**src/rtl/e1_alarm_pkg.sv**
```systemverilog
package e1_alarm_pkg;
  localparam int N_ALM       = 4;
  localparam int IDX_SYNC    = 0;
  localparam int IDX_CARRIER = 1;
  localparam int IDX_AIS     = 2;
  localparam int IDX_RAI     = 3;
endpackage

```
**src/rtl/e1_carrier_mon.sv**
```systemverilog
module e1_carrier_mon #(
  parameter int RUN_LEN  = 255,
  parameter int WIN_LEN  = 255,
  parameter int ONES_MIN = 32
) (
  input  logic clk,
  input  logic rst_n,
  input  logic bit_vld,
  input  logic bit_val,
  output logic loss
);
  localparam int RW = $clog2(RUN_LEN + 1);
  localparam int WW = $clog2(WIN_LEN + 1);

  logic [RW-1:0] zrun;
  logic [WW-1:0] wcnt;
  logic [WW-1:0] ones;
  logic [WW-1:0] ones_nxt;

  assign ones_nxt = ones + WW'(bit_val);

  always_ff @(posedge clk) begin
    if (!rst_n) begin
      loss <= 1'b0;
      zrun <= '0;
      wcnt <= '0;
      ones <= '0;
    end else if (bit_vld) begin
      if (!loss) begin
        // searching for a long run of zeros
        wcnt <= '0;
        ones <= '0;
        if (bit_val) begin
          zrun <= '0;
        end else if (zrun == RW'(RUN_LEN - 1)) begin
          loss <= 1'b1;
          zrun <= '0;
        end else begin
          zrun <= zrun + 1'b1;
        end
      end else begin
        // in alarm: density check per fixed window
        zrun <= '0;
        if (wcnt == WW'(WIN_LEN - 1)) begin
          if (ones_nxt >= WW'(ONES_MIN)) loss <= 1'b0;
          wcnt <= '0;
          ones <= '0;
        end else begin
          wcnt <= wcnt + 1'b1;
          ones <= ones_nxt;
        end
      end
    end
  end
endmodule

```
**src/rtl/e1_ais_mon.sv**
```systemverilog
module e1_ais_mon #(
  parameter int WIN_LEN   = 512,
  parameter int MAX_ZEROS = 2
) (
  input  logic clk,
  input  logic rst_n,
  input  logic bit_vld,
  input  logic bit_val,
  output logic ais
);
  localparam int WW = $clog2(WIN_LEN);
  localparam int ZW = $clog2(MAX_ZEROS + 2);

  logic [WW-1:0] wcnt;
  logic [ZW-1:0] zcnt;
  logic [ZW-1:0] zcnt_nxt;

  // zero count saturates one above the limit
  assign zcnt_nxt = (!bit_val && (zcnt != ZW'(MAX_ZEROS + 1))) ? zcnt + 1'b1 : zcnt;

  always_ff @(posedge clk) begin
    if (!rst_n) begin
      ais  <= 1'b0;
      wcnt <= '0;
      zcnt <= '0;
    end else if (bit_vld) begin
      if (wcnt == WW'(WIN_LEN - 1)) begin
        ais  <= (zcnt_nxt <= ZW'(MAX_ZEROS));
        wcnt <= '0;
        zcnt <= '0;
      end else begin
        wcnt <= wcnt + 1'b1;
        zcnt <= zcnt_nxt;
      end
    end
  end
endmodule

```
**src/rtl/e1_rai_mon.sv**
```systemverilog
module e1_rai_mon #(
  parameter int RUN_LEN = 3
) (
  input  logic clk,
  input  logic rst_n,
  input  logic strobe,
  input  logic bit_val,
  output logic rai
);
  localparam int CW = $clog2(RUN_LEN + 1);

  logic [CW-1:0] run;

  // counts consecutive samples that disagree with the current state
  always_ff @(posedge clk) begin
    if (!rst_n) begin
      rai <= 1'b0;
      run <= '0;
    end else if (strobe) begin
      if (bit_val == rai) begin
        run <= '0;
      end else if (run == CW'(RUN_LEN - 1)) begin
        rai <= ~rai;
        run <= '0;
      end else begin
        run <= run + 1'b1;
      end
    end
  end
endmodule

```
**src/rtl/e1_status_latch.sv**
```systemverilog
module e1_status_latch #(
  parameter int N = 4
) (
  input  logic         clk,
  input  logic         rst_n,
  input  logic [N-1:0] event_in,
  input  logic         wr,
  input  logic [N-1:0] wmask,
  input  logic [N-1:0] int_mask,
  output logic [N-1:0] latched,
  output logic [N-1:0] rdata,
  output logic         irq_n
);
  for (genvar i = 0; i < N; i++) begin : g_bit
    logic sel;
    assign sel = wr & wmask[i];
    always_ff @(posedge clk) begin
      if (!rst_n) begin
        latched[i] <= 1'b0;
        rdata[i]   <= 1'b0;
      end else begin
        latched[i] <= event_in[i] | (latched[i] & ~sel);
        if (sel) rdata[i] <= latched[i];
      end
    end
  end

  assign irq_n = ~|(latched & int_mask);
endmodule

```
**src/rtl/e1_alarm_mon.sv**
```systemverilog
module e1_alarm_mon
  import e1_alarm_pkg::*;
#(
  parameter int RCL_RUN   = 255,
  parameter int RCL_WIN   = 255,
  parameter int RCL_ONES  = 32,
  parameter int AIS_WIN   = 512,
  parameter int AIS_ZEROS = 2,
  parameter int RAI_RUN   = 3
) (
  input  logic             clk,
  input  logic             rst_n,
  input  logic             rx_valid,
  input  logic             rx_bit,
  input  logic             rx_nas,
  input  logic             los_sync,
  input  logic             status_wr,
  input  logic [N_ALM-1:0] status_wdata,
  output logic [N_ALM-1:0] status_rdata,
  input  logic [N_ALM-1:0] int_mask,
  output logic             irq_n,
  output logic [N_ALM-1:0] rt_status,
  input  logic             auto_ais_en,
  input  logic             auto_ra_en,
  output logic             force_ais,
  output logic             force_ra
);
  logic carrier_loss, ais_det, rai_det, rx_fault;
  logic [N_ALM-1:0] latched_q;

  e1_carrier_mon #(.RUN_LEN(RCL_RUN), .WIN_LEN(RCL_WIN), .ONES_MIN(RCL_ONES)) u_carrier (
    .clk(clk), .rst_n(rst_n), .bit_vld(rx_valid), .bit_val(rx_bit), .loss(carrier_loss));

  e1_ais_mon #(.WIN_LEN(AIS_WIN), .MAX_ZEROS(AIS_ZEROS)) u_ais (
    .clk(clk), .rst_n(rst_n), .bit_vld(rx_valid), .bit_val(rx_bit), .ais(ais_det));

  e1_rai_mon #(.RUN_LEN(RAI_RUN)) u_rai (
    .clk(clk), .rst_n(rst_n), .strobe(rx_valid & rx_nas), .bit_val(rx_bit), .rai(rai_det));

  always_comb begin
    rt_status              = '0;
    rt_status[IDX_SYNC]    = los_sync;
    rt_status[IDX_CARRIER] = carrier_loss;
    rt_status[IDX_AIS]     = ais_det;
    rt_status[IDX_RAI]     = rai_det;
  end

  e1_status_latch #(.N(N_ALM)) u_latch (
    .clk(clk), .rst_n(rst_n), .event_in(rt_status), .wr(status_wr),
    .wmask(status_wdata), .int_mask(int_mask), .latched(latched_q),
    .rdata(status_rdata), .irq_n(irq_n));

  assign rx_fault  = los_sync | carrier_loss | ais_det;
  assign force_ais = auto_ais_en & rx_fault;
  assign force_ra  = auto_ra_en & rx_fault;
endmodule

```
**config.mk**
```make
export PLATFORM = sky130hd
export DESIGN_NAME = e1_alarm_mon
export DESIGN_NICKNAME = d
export VERILOG_FILES = /design/src/rtl/e1_alarm_pkg.sv /design/src/rtl/e1_carrier_mon.sv /design/src/rtl/e1_ais_mon.sv /design/src/rtl/e1_rai_mon.sv /design/src/rtl/e1_status_latch.sv /design/src/rtl/e1_alarm_mon.sv
export SDC_FILE = /design/constraint.sdc
export NUM_CORES = 1
export LEC_CHECK = 0
export ABC_CLOCK_PERIOD_IN_PS = 1540
export BUFFER_PORTS_ARGS = -buffer_cell sky130_fd_sc_hd__clkbuf_2
export CAP_MARGIN = 10
export CELL_PAD_IN_SITES_DETAIL_PLACEMENT = 1
export CELL_PAD_IN_SITES_GLOBAL_PLACEMENT = 1
export CORE_MARGIN = 2
export CORE_UTILIZATION = 38
export DETAILED_ROUTE_END_ITERATION = 7
export PLACE_DENSITY = 0.75
export SLEW_MARGIN = 20
export SYNTH_ARGS = -nofsm -noshare
export SYNTH_HDL_FRONTEND = slang
export SYNTH_SLANG_ARGS = --single-unit
export TNS_END_PERCENT = 100
```
**constraint.sdc**
```tcl
create_clock -name clk -period 1.54 [get_ports clk]
set_clock_uncertainty 0.1 [all_clocks]
set_input_delay 0.308 -clock clk [delete_from_list [all_inputs] [get_ports clk]]
set_output_delay 0.308 -clock clk [all_outputs]
set_load 0.02 [all_outputs]
```
After elaboration in Yosys (flattened, before gate mapping). Index checks and enable logic that the tools add are counted.

Logic and storage cells: 78. Register bits after elaboration: 48. Output and inout port bits: 11.

Bitwise logic cells: 24. Reductions and logical operators: 6. $add $sub $neg: 6. Muxes and demuxes: 17. Magnitude comparators: 2. Equal/unequal tests: 6.

Operators by type and width (count): two-way mux 8 bit (7); adder 8 x 1 -> 8 bit (second input constant) (2); == test 8 bit (second input constant) (2); AND 1 bit (11); adder 9 x 1 -> 9 bit (second input constant) (1); == test 9 bit (second input constant) (1); two-way mux 9 bit (1); adder 8 x 1 -> 8 bit (1); greater-or-equal comparator 8 x 6 -> 1 bit (second input constant) (1); two-way mux 2 bit (4); inverter 1 bit (6); bitwise OR 1 bit (6); two-way mux 1 bit (5); adder 2 x 1 -> 2 bit (second input constant) (2); AND 4 bit (1); OR reduction 4 bit (1); AND reduction 3 bit (1); == test 2 bit (second input constant) (1); less-or-equal comparator 2 bit (second input constant) (1); logical NOT 1 bit (2); inequality test 2 bit (second input constant) (1); AND reduction 2 bit (1); == test 1 bit (1); logical AND 1 bit (1).

Longest topological paths before layout.
Word-level depth: 5. Depth in mapped cells: 8.

Modules after synthesis. Synthesis repeated with hierarchy kept, for this count alone.

Cells, all modules: 272. Area, all modules: 2413.6 µm².

By module, submodules not included: e1_carrier_mon (times used 1, cells each 150, area each 1296.2 µm²); e1_ais_mon (times used 1, cells each 66, area each 594.3 µm²); e1_status_latch (times used 1, cells each 35, area each 330.3 µm²); e1_rai_mon (times used 1, cells each 14, area each 138.9 µm²); e1_alarm_mon (times used 1, cells each 7, area each 53.8 µm²).

Worst setup path before layout. OpenSTA, ideal clock, no wires.

Kind: register to register. Start: register u_carrier.wcnt[0]. End: register u_carrier.ones[3]. Arrival: 1413 ps. Buffers on the path: 2. Library setup time: 74 ps. Path slack: -47 ps. Data required time: 1366 ps. Clock period less this slack: 1587 ps. Stages on the path, launching flop included: 9. Cells stage by stage: dfxtp_1 inv_1 ha_1 and3_1 a21oi_4 buf_6 buf_12 nand2_1 a31oi_1.

Word-level cells in the longest chain between the ends: 3.

RTL lines: start, declared (line e1_carrier_mon.sv:16) `logic [WW-1:0] wcnt;`; start signal, assigned (line e1_carrier_mon.sv:49) `wcnt <= wcnt + 1'b1;`; == test 8 bit (line e1_carrier_mon.sv:44) `if (wcnt == WW'(WIN_LEN - 1)) begin`; two-way mux 8 bit (line e1_carrier_mon.sv:44); two-way mux 8 bit (line e1_carrier_mon.sv:29) `if (!loss) begin`; end signal, assigned (line e1_carrier_mon.sv:50) `ones <= ones_nxt;`; end, declared (line e1_carrier_mon.sv:17) `logic [WW-1:0] ones;`.

No other way between the ends. A chain may end at the register's enable or synchronous reset.

Final worst setup path.
Start: register u_ais.wcnt[1]. End: register u_ais.zcnt[1].

Word-level cells in the longest chain between the ends: 2.

RTL lines: start, declared (line e1_ais_mon.sv:14) `logic [WW-1:0] wcnt;`; start signal, assigned (line e1_ais_mon.sv:32) `wcnt <= wcnt + 1'b1;`; == test 9 bit (line e1_ais_mon.sv:27) `if (wcnt == WW'(WIN_LEN - 1)) begin`; two-way mux 2 bit (line e1_ais_mon.sv:27); end signal, assigned (line e1_ais_mon.sv:33) `zcnt <= zcnt_nxt;`; end, declared (line e1_ais_mon.sv:15) `logic [ZW-1:0] zcnt;`.

No other way between the ends.

==> Flow_metrics.wiki <==
{| class="wikitable"
! Metric !! Value
|-
| Fmax || 612 MHz
|-
| Yosys top cell area share || between 40% and 50%
|-
| Number of synthesized register bits || between 40 and 50
|-
| Final wirelength || roughly 7100 um
|-
| Warnings from Yosys || 0
|-
| Setup violations, final || 12
|-
| Setup total negative slack || -0.486 ns
|-
| Number of pins with negative max-slew slack in the final report || 0
|-
| Num CTS Buffers || 5
|-
| IR Drop Worst-Case VDD || around 0.44 mV
|-
| Highest net fanout along the worst path || 5
|-
| Run status || finished, violations left
|-
| Cell count after placement || approximately 390
|-
| Total inserted antenna cells || 0
|-
| Port bufs || 27
|-
| Mean number of vias per cell || 5.45
|-
| Half-perimeter wire length after placement || between 4000 and 5000 um
|-
| Via count of the first global-routing pass || ~2,200
|-
| End of the worst register-to-register path || u_ais.zcnt[1]$_SDFFE_PN0P_
|-
| Average cell area after synthesis || around 9 sq um
|-
| WP data arrival || approximately 1.7 ns
|-
| Number of violations reported at the end of detailed-routing iteration 0 || 80
|-
| Unrepaired setup endpoints after global routing || true
|-
| Post-synthesis instance area || ~2300 sq um
|-
| Syn_nets || about 300
|-
| Detailed-routed wire length on met2 || slightly below 4000 um
|-
| Top post-synthesis cells by count || dfxtp_1, nand2_1, nor2_1
|-
| Largest net degree at the start of global routing || 30
|-
| Count of flip-flops with a built-in enable after synthesis || 0
|-
| Total area of sequential cells || 982 sq um
|-
| Area enclosed by the die boundary || ~6800 sq um
|-
| Async set-reset flop share out of synthesis || 0%
|-
| Min-delay worst type || input pin to register
|-
| Cells after Synth || roughly 270
|-
| Hold path endpoint || u_latch.rdata[3]$_SDFFE_PN0P_
|-
| Count of non-filler cells in the finished layout || just over 400
|-
| Min-delay src || status_wdata[3]
|-
| Antenna violations before repair || 0
|-
| Endpoints failing hold || 0
|-
| Final Cycle Share || 106%
|-
| Number of search-and-repair iterations in the first detailed-routing pass || 4
|-
| CTS tree || built
|-
| Total number of vias || approximately 2,200
|-
| Endpoint type of the worst setup path || register
|-
| Number of buffers between clock root and the deepest sink || 2
|-
| Power density cells || about 690 nW/um^2
|-
| Residual overflow from global routing || 0
|-
| Commonest register cell after synthesis || dfxtp_1
|-
| H-tree depth || 2
|-
| Reg2reg path depth || 7
|-
| Area of the multi-input gates || 1600 sq um
|-
| CTS clock-pin slew for the worst setup and hold paths || roughly 0.090 ns
|-
| Post-Route M1 WL || between 2000 and 3000 um
|-
| Largest cells by area after synthesis || dfxtp_1, nand2_1, ha_1
|-
| Critical path class || register to register
|-
| Max transition margin || between 70 and 80%
|-
| Routed wire length per instance || ~17 um
|-
| Fraction of layout instances using a drive strength above 1 || between 40% and 50%
|-
| Worst-case register-to-register setup slack || -0.09 ns
|-
| Sequential area share after synthesis || 40.9%
|-
| Hold Crit Depth || 3
|-
| Antenna Violating Nets Remaining || 0
|-
| Number of unique standard cell types used by synthesis || 46
|-
| Root Buffer Master || clkbuf_8
|-
| Cell type with the highest aggregate area in the netlist || dfxtp_1
|-
| Starting density of the core || 39.4%
|-
| Total Routing Usage GR || between 15 and 20%
|-
| Layout area overhead || 41.4%
|-
| Final layout net count || 358
|-
| Die outline width || between 80 and 90 um
|-
| Floorplan core area || just under 6000 sq um
|-
| DR DRC count || 0
|-
| Worst-case setup margin in the final layout || -0.0928 ns
|-
| Number of rows in the core area || 28
|-
| Most frequent cell after synthesis || dfxtp_1
|-
| Failing checks || setup timing
|-
| Place WS || -0.156 ns
|-
| Ports || 28
|-
| Last weighted congestion value of the routability-driven placer || between 0.7 and 0.8
|-
| Post-layout minimum cycle time || approximately 1.6 ns
|-
| Launch instance of the worst register-to-register path || u_ais.wcnt[1]$_SDFFE_PN0P_
|-
| Sort of element at the start of the critical path || register
|-
| Die Ht || ~83 um
|-
| Global-route wire length before repair || approximately 10,000 um
|-
| Required arrival time at the worst endpoint || ~1.6 ns
|-
| Max Used Layer || met4
|-
| Power Total || between 2000 and 2500 uW
|-
| Cell leakage power || 0.00125 uW
|-
| Worst-margin pin slew || between 0.4 and 0.5 ns
|-
| Routed wl met3 || ~230 um
|-
| Clock insertion delay at the later pin of the skew report || roughly 0.30 ns
|-
| Number of sinks on the clock net || between 40 and 50
|-
| # Max-Cap Violations || 0
|-
| Number of fillers in the final layout || 684
|}
## kinds of logic after synthesis
family / share of synthesized area, %
adders and majority gates: 4.79
and+or+nand+nor: 24.3
DFF: 40.9
AOI/OAI and AO/OA: 17.4
buffers and inverters: 5.06
muxes: 2.61
xor gates and xnor gates: 4.85
## routing by layer
metal / up-vias / GRT usage (%)
li1: 1081 / -
met1: 1096 / 22.2
met2: 38 / 35.7
met3: 8 / 3.37
met4: 0 / 6.89
met5: - / 0
## sequential cells by signal, summed over array words and instances (netlist names)
| name | flops |
|---|---|
| u_ais.wcnt | 9 |
| u_carrier.ones | 8 |
| u_carrier.wcnt | 8 |
| u_carrier.zrun | 8 |
| u_latch.latched | 4 |
| u_latch.rdata | 4 |
| u_ais.zcnt | 2 |
| u_rai.run | 2 |
| u_ais.ais | 1 |
| u_carrier.loss | 1 |
| u_rai.rai | 1 |
## layout make-up
cell class / instances / share of cell area, %
clock inverter: 2 / 0.414
multi-input combinational: 201 / 48.2
tap: 75 / 2.83
sequential: 48 / 29.6
timing repair buffer: 73 / 16.1
inverter: 3 / 0.339
clock buffer: 6 / 2.49
## stage by stage
| step | util [%] | cell area, sq um | hold slack, ns |
|---|---|---|---|
| detailed placement | 46.6 | 2780 | 0.364 |
| floorplan | - | 2360 | 0.332 |
| global route | 55.8 | 3320 | 0.202 |
| global placement | 46.6 | 2780 | 0.352 |
| finish | 55.8 | 3320 | 0.173 |
| CTS | 50.8 | 3030 | 0.174 |
## worst max-delay path by stage
| stage | endpoint | start | slack, ns |
|---|---|---|---|
| finish | u_ais.zcnt[1]$_SDFFE_PN0P_ | u_ais.wcnt[1]$_SDFFE_PN0P_ | -0.09 |
| global route | irq_n | u_latch.latched[0]$_SDFF_PN0_ | -0.15 |
| CTS | irq_n | u_latch.latched[0]$_SDFF_PN0_ | -0.09 |
| detailed placement | u_carrier.ones[6]$_SDFFE_PN0P_ | rx_bit | -0.16 |
| global placement | u_carrier.ones[6]$_SDFFE_PN0P_ | rx_bit | -0.11 |
| floorplan | u_ais.zcnt[1]$_SDFFE_PN0P_ | u_ais.wcnt[0]$_SDFFE_PN0P_ | 0.005 |
## power by group
group | internal (uW) | switching, uW | total [uW]
sequential | 1250 | 12.4 | 1260
clock | 368 | 451 | 819
combinational | 87.6 | 111 | 198
total | 1710 | 574 | 2280
## critical path: stages, from the launching register on
cell and delay, ns:
dfxtp_2 0.36, ha_4 0.16, nand3_4 0.08, nor3_4 0.23, ha_4 0.24, nor2_4 0.06, a32oi_1 0.22, nor2b_1 0.07
## what timing repair did
item,in CTS,in global routing
hold buffers,0,0
cloned,0,0
endpoints found under the setup margin,27,29
setup buffers,2,6
gates resized for setup,37,58
endpoints found under the hold margin,0,0
pin swaps,14,23
## cell usage in the layout, fill, tap and decap left out, types with 4 or more instances in the layout
cell type  instances
mux2i_1            5
nand4_1            7
nand2_1           30
ha_4               6
dfxtp_2           11
a31oi_1            8
clkbuf_8           6
nor2b_1           17
nor2_1            13
buf_6              4
a21oi_1            8
buf_4             40
a21boi_0           6
and3_4             4
a21oi_2            6
clkbuf_2          25
dfxtp_1           35
nand3_1            9
xor2_1             7
xnor2_1            6
Note: power is estimated with default switching activity, not from simulation.
